$ cat src/rtl/nibble_sram_pkg.sv
package nibble_sram_pkg;

  typedef enum logic [1:0] {
    MODE_STANDBY = 2'd0,
    MODE_OUTOFF  = 2'd1,
    MODE_READ    = 2'd2,
    MODE_WRITE   = 2'd3
  } memMode_t;

  typedef struct packed {
    logic wrStrobe;
    logic rdDrive;
  } ctrlStrobes_t;

endpackage

$ cat src/rtl/nibble_sram_ctrl.sv
module nibble_sram_ctrl
  import nibble_sram_pkg::*;
(
  input  logic         clk,
  input  logic         rstN,
  input  logic         chipSelN,
  input  logic         chipSel,
  input  logic         wrEnN,
  input  logic         outEnN,
  output ctrlStrobes_t strb
);

  logic     selected;
  memMode_t mode;

  assign selected = !chipSelN && chipSel;

  always_comb begin
    if (!selected)   mode = MODE_STANDBY;
    else if (!wrEnN) mode = MODE_WRITE;
    else if (outEnN) mode = MODE_OUTOFF;
    else             mode = MODE_READ;
  end

  always_comb begin
    strb          = '0;
    strb.wrStrobe = (mode == MODE_WRITE);
    strb.rdDrive  = (mode == MODE_READ);
  end

  // deselection blocks both write and drive
  p_deselect_quiet_r4: assert property (@(posedge clk) disable iff (!rstN)
    (chipSelN || !chipSel) |-> !(strb.wrStrobe || strb.rdDrive));

  // a write never drives the output
  p_write_float_r5: assert property (@(posedge clk) disable iff (!rstN)
    !wrEnN |-> !strb.rdDrive);

  // output-off mode neither writes nor drives
  p_outoff_idle_r6: assert property (@(posedge clk) disable iff (!rstN)
    (wrEnN && outEnN) |-> !(strb.wrStrobe || strb.rdDrive));

endmodule

$ cat src/rtl/nibble_sram_dpath.sv
module nibble_sram_dpath
  import nibble_sram_pkg::*;
#(
  parameter int ADDR_W = 8,
  parameter int DATA_W = 4
) (
  input  logic              clk,
  input  logic              rstN,
  input  logic [ADDR_W-1:0] addr,
  input  logic [DATA_W-1:0] dataIn,
  input  ctrlStrobes_t      strb,
  output logic [DATA_W-1:0] dataOut,
  output logic              dataOutEn
);

  localparam int DEPTH = 1 << ADDR_W;

  logic [DATA_W-1:0] storage [DEPTH];
  logic [DEPTH-1:0]  wordSel;

  for (genvar w = 0; w < DEPTH; w++) begin : g_word
    assign wordSel[w] = strb.wrStrobe && (addr == ADDR_W'(w));

    always_ff @(posedge clk or negedge rstN) begin
      if (!rstN)           storage[w] <= '0;
      else if (wordSel[w]) storage[w] <= dataIn;
    end
  end

  assign dataOutEn = strb.rdDrive;
  assign dataOut   = strb.rdDrive ? storage[addr] : '0;

  // the addressed word takes the written value
  p_write_lands_r2: assert property (@(posedge clk) disable iff (!rstN)
    strb.wrStrobe |=> storage[$past(addr)] == $past(dataIn));

  // without a write strobe the addressed word keeps its value
  p_no_write_hold_r9: assert property (@(posedge clk) disable iff (!rstN)
    !strb.wrStrobe |=> storage[$past(addr)] == $past(storage[addr]));

  // a same-address read right after a write returns the new data
  p_post_write_r7: assert property (@(posedge clk) disable iff (!rstN)
    strb.wrStrobe |=> (!(strb.rdDrive && addr == $past(addr)) || dataOut == $past(dataIn)));

  // an undriven output reads as zero
  p_idle_zero_r8: assert property (@(posedge clk) disable iff (!rstN)
    !dataOutEn |-> dataOut == '0);

  // At most one word is written per cycle
  p_one_word_r9: assert property (@(posedge clk) disable iff (!rstN)
    $onehot0(wordSel));

endmodule

$ cat src/rtl/nibble_sram.sv
module nibble_sram
  import nibble_sram_pkg::*;
#(
  parameter int ADDR_W = 8,
  parameter int DATA_W = 4
) (
  input  logic              clk,
  input  logic              rstN,
  input  logic [ADDR_W-1:0] addr,
  input  logic [DATA_W-1:0] dataIn,
  input  logic              chipSelN,
  input  logic              chipSel,
  input  logic              wrEnN,
  input  logic              outEnN,
  output logic [DATA_W-1:0] dataOut,
  output logic              dataOutEn
);

  ctrlStrobes_t strb;

  nibble_sram_ctrl ctrl_i (
    .clk      (clk),
    .rstN     (rstN),
    .chipSelN (chipSelN),
    .chipSel  (chipSel),
    .wrEnN    (wrEnN),
    .outEnN   (outEnN),
    .strb     (strb)
  );

  nibble_sram_dpath #(
    .ADDR_W (ADDR_W),
    .DATA_W (DATA_W)
  ) dpath_i (
    .clk       (clk),
    .rstN      (rstN),
    .addr      (addr),
    .dataIn    (dataIn),
    .strb      (strb),
    .dataOut   (dataOut),
    .dataOutEn (dataOutEn)
  );

  // the output floats when deselected or writing
  p_port_float_r4: assert property (@(posedge clk) disable iff (!rstN)
    (chipSelN || !chipSel || !wrEnN) |-> !dataOutEn);

  // a full read condition drives the bus
  p_port_read_r3: assert property (@(posedge clk) disable iff (!rstN)
    (!chipSelN && chipSel && wrEnN && !outEnN) |-> dataOutEn);

endmodule

$ cat config.mk
export PLATFORM = sky130hd
export DESIGN_NAME = nibble_sram
export DESIGN_NICKNAME = d
export VERILOG_FILES = /design/src/rtl/nibble_sram_pkg.sv /design/src/rtl/nibble_sram_ctrl.sv /design/src/rtl/nibble_sram_dpath.sv /design/src/rtl/nibble_sram.sv
export SDC_FILE = /design/constraint.sdc
export NUM_CORES = 1
export LEC_CHECK = 0
export BUFFER_PORTS_ARGS = -buffer_cell sky130_fd_sc_hd__buf_2
export CAP_MARGIN = 25
export CELL_PAD_IN_SITES_DETAIL_PLACEMENT = 0
export CELL_PAD_IN_SITES_GLOBAL_PLACEMENT = 1
export CORE_ASPECT_RATIO = 1.5
export CORE_UTILIZATION = 36
export DETAILED_ROUTE_END_ITERATION = 16
export GPL_ROUTABILITY_DRIVEN = 0
export PLACE_DENSITY_LB_ADDON = 0.25
export SKIP_LAST_GASP = 1
export SLEW_MARGIN = 20
export SYNTH_ARGS = -nofsm -noshare
export SYNTH_HDL_FRONTEND = slang
export SYNTH_SLANG_ARGS = --single-unit
export TNS_END_PERCENT = 30
$ cat constraint.sdc
create_clock -name clk -period 4 [get_ports clk]
set_input_delay 0.6 -clock clk [delete_from_list [all_inputs] [get_ports clk]]
set_output_delay 0.6 -clock clk [all_outputs]
set_load 0.02 [all_outputs]
==> insert_results.sql <==
INSERT INTO impl_metrics (metric_group, metric, value, unit) VALUES
('power_and_ir_drop', 'power.internal', '0.0175', 'W'),
('global_routing', 'number_of_antenna_violations_at_the_first_check_in_global_routing', '5', ''),
('setup_path', 'crit_path_end_kind', 'output pin', ''),
('power_and_ir_drop', 'power_density', '415', 'nW/µm²'),
('setup_path', 'cp_data_arrival_time', '3.35', 'ns'),
('timing', 'worst_slew_pin_slew', '1.01', 'ns'),
('synth', 'yosysUniqueCellTypes', '51', ''),
('final_layout', 'reg.largest.list', 'dpath_i.storage: 1024 flops', ''),
('floorplan', 'total_number_of_placement_rows', '163', ''),
('routing', 'detail_route.first_pass.iterations', '5', ''),
('power_and_ir_drop', 'switching_share', '23.1', '%'),
('power_and_ir_drop', 'clockPowerShare', '47.4', '%'),
('final_layout', 'layout.filler_cells', '12031', ''),
('routing', 'finalWirelength', '136000', 'µm'),
('synth', 'synthTopCellsByArea', 'sky130_fd_sc_hd__dfrtp_1 54%, sky130_fd_sc_hd__mux2_2 25%, sky130_fd_sc_hd__mux4_2 9.4%', ''),
('timing', 'timing.final.hold_violations', '0', ''),
('power_and_ir_drop', 'switchingPower', '0.00527', 'W'),
('setup_path', 'required', '3.40', 'ns'),
('floorplan', 'horiz_die_dim', '299', 'µm'),
('synth', 'synth_top_family_by_area', 'multiplexers', ''),
('setup_path', 'setup.reg_to_reg.worst_slack', '3.20', 'ns'),
('floorplan', 'floorplan.die_area', '134000', 'µm²'),
('global_routing', 'grt_util_all_layers', '20.7', '%'),
('global_routing', 'grt_start_max_net_pins', '148', ''),
('routing', 'drt_iter0_markers', '1591', ''),
('place', 'placed_cell_area', '51000', 'µm²'),
('synth', 'postSynthAreaPerCell', '14.7', 'µm²'),
('synth', 'synth_enable_flop_cells', '0', ''),
('setup_path', 'critical_path_class', 'register to output pin', ''),
('synth', 'post_synth_top_area_cell', 'sky130_fd_sc_hd__dfrtp_1', ''),
('clocking', 'insertion_delay', '0.72', 'ns'),
('clocking', 'htree_levels', '3', ''),
('final_layout', 'finish.cell_count_without_fillers', '5163', ''),
('clocking', 'tritoncts_clock_tree', 'done', ''),
('routing', 'detail-route-antenna-nets', '0', ''),
('synth', 'postSynthCellCount', '3251', ''),
('final_layout', 'layout.cell_area.non_filler', '54900', 'µm²'),
('synth', 'yosysMostFrequentCell', 'sky130_fd_sc_hd__mux2_2', ''),
('power_and_ir_drop', 'power.share.sequential', '46.4', '%'),
('floorplan', 'io_pins', '23', ''),
('timing', 'clock_skew', '0', 'ns'),
('setup_path', 'critical_path.max_fanout', '2', ''),
('final_layout', 'regMostFlops', 'dpath_i.storage', ''),
('routing', 'drcViolationCount', '0', ''),
('place', 'placed_cells_incl_taps', '4973', ''),
('floorplan', 'fp.dieH', '448', 'µm'),
('job', 'maxCapViolations', '0', ''),
('timing', 'grt_setup_unrepaired', 'true', ''),
('floorplan', 'start_util', '36.3', '%'),
('global_routing', 'grt_pass1_vias', '30647', ''),
('timing', 'worst_slew_slack_as_a_fraction_of_its_limit', '32.7', '%'),
('clocking', 'path_clk_slew', '0.06', 'ns'),
('global_routing', 'grt_pass1_wl', '207000', 'µm'),
('power_and_ir_drop', 'lkg_pwr', '26.0', 'nW'),
('clocking', 'clock_sink_total', '1024', ''),
('clocking', 'ctsLongestPathBuffers', '3', ''),
('routing', 'vias', '28246', ''),
('clocking', 'cts.root.buffer_cell', 'sky130_fd_sc_hd__clkbuf_16', ''),
('synth', 'synth_seq_cells', '1024', ''),
('synth', 'synth.yosys.warnings', '0', ''),
('timing', 'finalCritPeriodShare', '98.7', '%'),
('synth', 'netlist_area', '47700', 'µm²'),
('synth', 'synthMuxAreaShare', '36.9', '%'),
('setup_path', 'timing.rr.start', 'dpath_i.storage[329]', ''),
('outcome', 'status', 'finished, final reports clean', ''),
('floorplan', 'design.core.area', '132000', 'µm²'),
('timing', 'setup_viol', '0', ''),
('synth', 'ys_async_sr_fraction', '100', '%'),
('synth', 'ys_dominant_reg_cell', 'sky130_fd_sc_hd__dfrtp_1', ''),
('synth', 'synthesized_nets', '3269', ''),
('synth', 'synth_simple_gate_area_share', '4.33', '%');
-- metrics by stage --
| step | hold slack [ns] | setup slack (ns) | power (W) | util [%] | TNS (ns) |
|---|---|---|---|---|---|
| 5_1_grt | 0.454 | -0.00491 | 0.0236 | 41.7 | -0.00859 |
| 3_3_place_gp | 0.481 | -0.337 | 0.0122 | 38.8 | -0.806 |
| 2_1_floorplan | 0.304 | 0.734 | 0.0115 | - | 0 |
| 4_1_cts | 0.419 | -0.0772 | 0.0231 | 41.7 | -0.161 |
| 3_5_place_dp | 0.486 | -0.260 | 0.0122 | 38.8 | -0.619 |
| 6_report | 0.410 | 0.0502 | 0.0228 | 41.7 | 0 |
-- kinds of logic (layout without fill, tap and decap cells) --
| group | after synthesis | in the layout |
|---|---|---|
| buffers and inverters | 231 | 410 |
| DFF | 1024 | 1024 |
| AOI/OAI and AO/OA | 178 | 178 |
| other | 0 | 1 |
| muxes | 1369 | 1369 |
| and+or+nand+nor | 449 | 449 |
-- placed cells by master, fill, tap and decap left out, types with 5 or more instances in the layout --
master / n
sky130_fd_sc_hd__a21oi_1: 14
sky130_fd_sc_hd__nor2_4: 6
sky130_fd_sc_hd__a22o_1: 15
sky130_fd_sc_hd__o22ai_1: 26
sky130_fd_sc_hd__nor2b_1: 12
sky130_fd_sc_hd__a22oi_1: 25
sky130_fd_sc_hd__nor2_1: 132
sky130_fd_sc_hd__nand2_1: 181
sky130_fd_sc_hd__bufinv_16: 19
sky130_fd_sc_hd__buf_4: 148
sky130_fd_sc_hd__and2_1: 8
sky130_fd_sc_hd__buf_2: 15
sky130_fd_sc_hd__clkinv_2: 13
sky130_fd_sc_hd__nand2b_1: 9
sky130_fd_sc_hd__nand4_1: 5
sky130_fd_sc_hd__clkbuf_8: 25
sky130_fd_sc_hd__clkbuf_16: 106
sky130_fd_sc_hd__clkinvlp_4: 6
sky130_fd_sc_hd__a221oi_1: 10
sky130_fd_sc_hd__nor3_1: 12
sky130_fd_sc_hd__buf_12: 49
sky130_fd_sc_hd__nor4_1: 7
sky130_fd_sc_hd__mux4_2: 201
sky130_fd_sc_hd__clkbuf_1: 14
sky130_fd_sc_hd__o221ai_1: 8
sky130_fd_sc_hd__o22a_1: 6
sky130_fd_sc_hd__nor2_2: 40
sky130_fd_sc_hd__o21ai_0: 28
sky130_fd_sc_hd__mux2i_1: 122
sky130_fd_sc_hd__dfrtp_1: 1024
sky130_fd_sc_hd__a211oi_1: 7
sky130_fd_sc_hd__mux4_1: 5
sky130_fd_sc_hd__nand3_1: 12
sky130_fd_sc_hd__mux2_2: 1041
sky130_fd_sc_hd__a31oi_1: 11
-- routing by layer --
layer	share of wire, %	global-route usage, %	vias up
met4	3.3	7.82	8
li1	-	-	12229
met3	3.2	2.46	206
met5	0.034	0	-
met2	52	36.6	459
met1	42	25.9	15344
-- layout make-up --
| class | count | area, µm² | area share (%) |
|---|---|---|---|
| diodes | 1 | 2.50 | 0.00456 |
| repair buffers | 219 | 2260 | 4.12 |
| inverters | 3 | 11.3 | 0.0205 |
| multi-input cells | 1996 | 21000 | 38.3 |
| flip-flops and latches | 1024 | 25600 | 46.7 |
| well taps | 1732 | 2170 | 3.95 |
| clock buffers | 144 | 3040 | 5.53 |
| clock inverters | 44 | 743 | 1.35 |
-- worst max path at each step --
stage / startpoint / endpoint / slack, ns / cells after the start
finish: dpath_i.storage[781] / dataOut[1] / 0.05 / 7
global route: addr[1] / dataOut[3] / -0.005 / 12
CTS: addr[1] / dataOut[3] / -0.08 / 12
detailed placement: addr[1] / dataOut[0] / -0.26 / 10
global placement: addr[1] / dataOut[0] / -0.34 / 10
floorplan: addr[3] / dataOut[0] / 0.73 / 9
-- worst max-delay path, cell delays in order, from the launching register on --
cell	delay, ns
sky130_fd_sc_hd__dfrtp_1	0.39
sky130_fd_sc_hd__mux4_2	0.47
sky130_fd_sc_hd__mux4_2	0.52
sky130_fd_sc_hd__a211o_4	0.40
sky130_fd_sc_hd__a311oi_4	0.43
sky130_fd_sc_hd__a211oi_4	0.09
sky130_fd_sc_hd__buf_4	0.17
sky130_fd_sc_hd__buf_2	0.15
-- timing repair --
item,in CTS,in global routing
hold endpoints to repair,37,0
hold buffers,1,0
resized for setup,5,11
setup buffers,0,0
pin swaps,0,3
endpoints found under the setup margin,4,4
-- power by group through the flow --
stage	combinational, W	sequential [W]	clock [W]
2_1_floorplan	0.000722	0.0107	0
3_3_place_gp	0.00142	0.0108	0
3_5_place_dp	0.00143	0.0108	0
4_1_cts	0.00144	0.0106	0.0111
5_1_grt	0.00152	0.0106	0.0114
6_report	0.00141	0.0106	0.0108
Power figures use the tool's default switching activity.
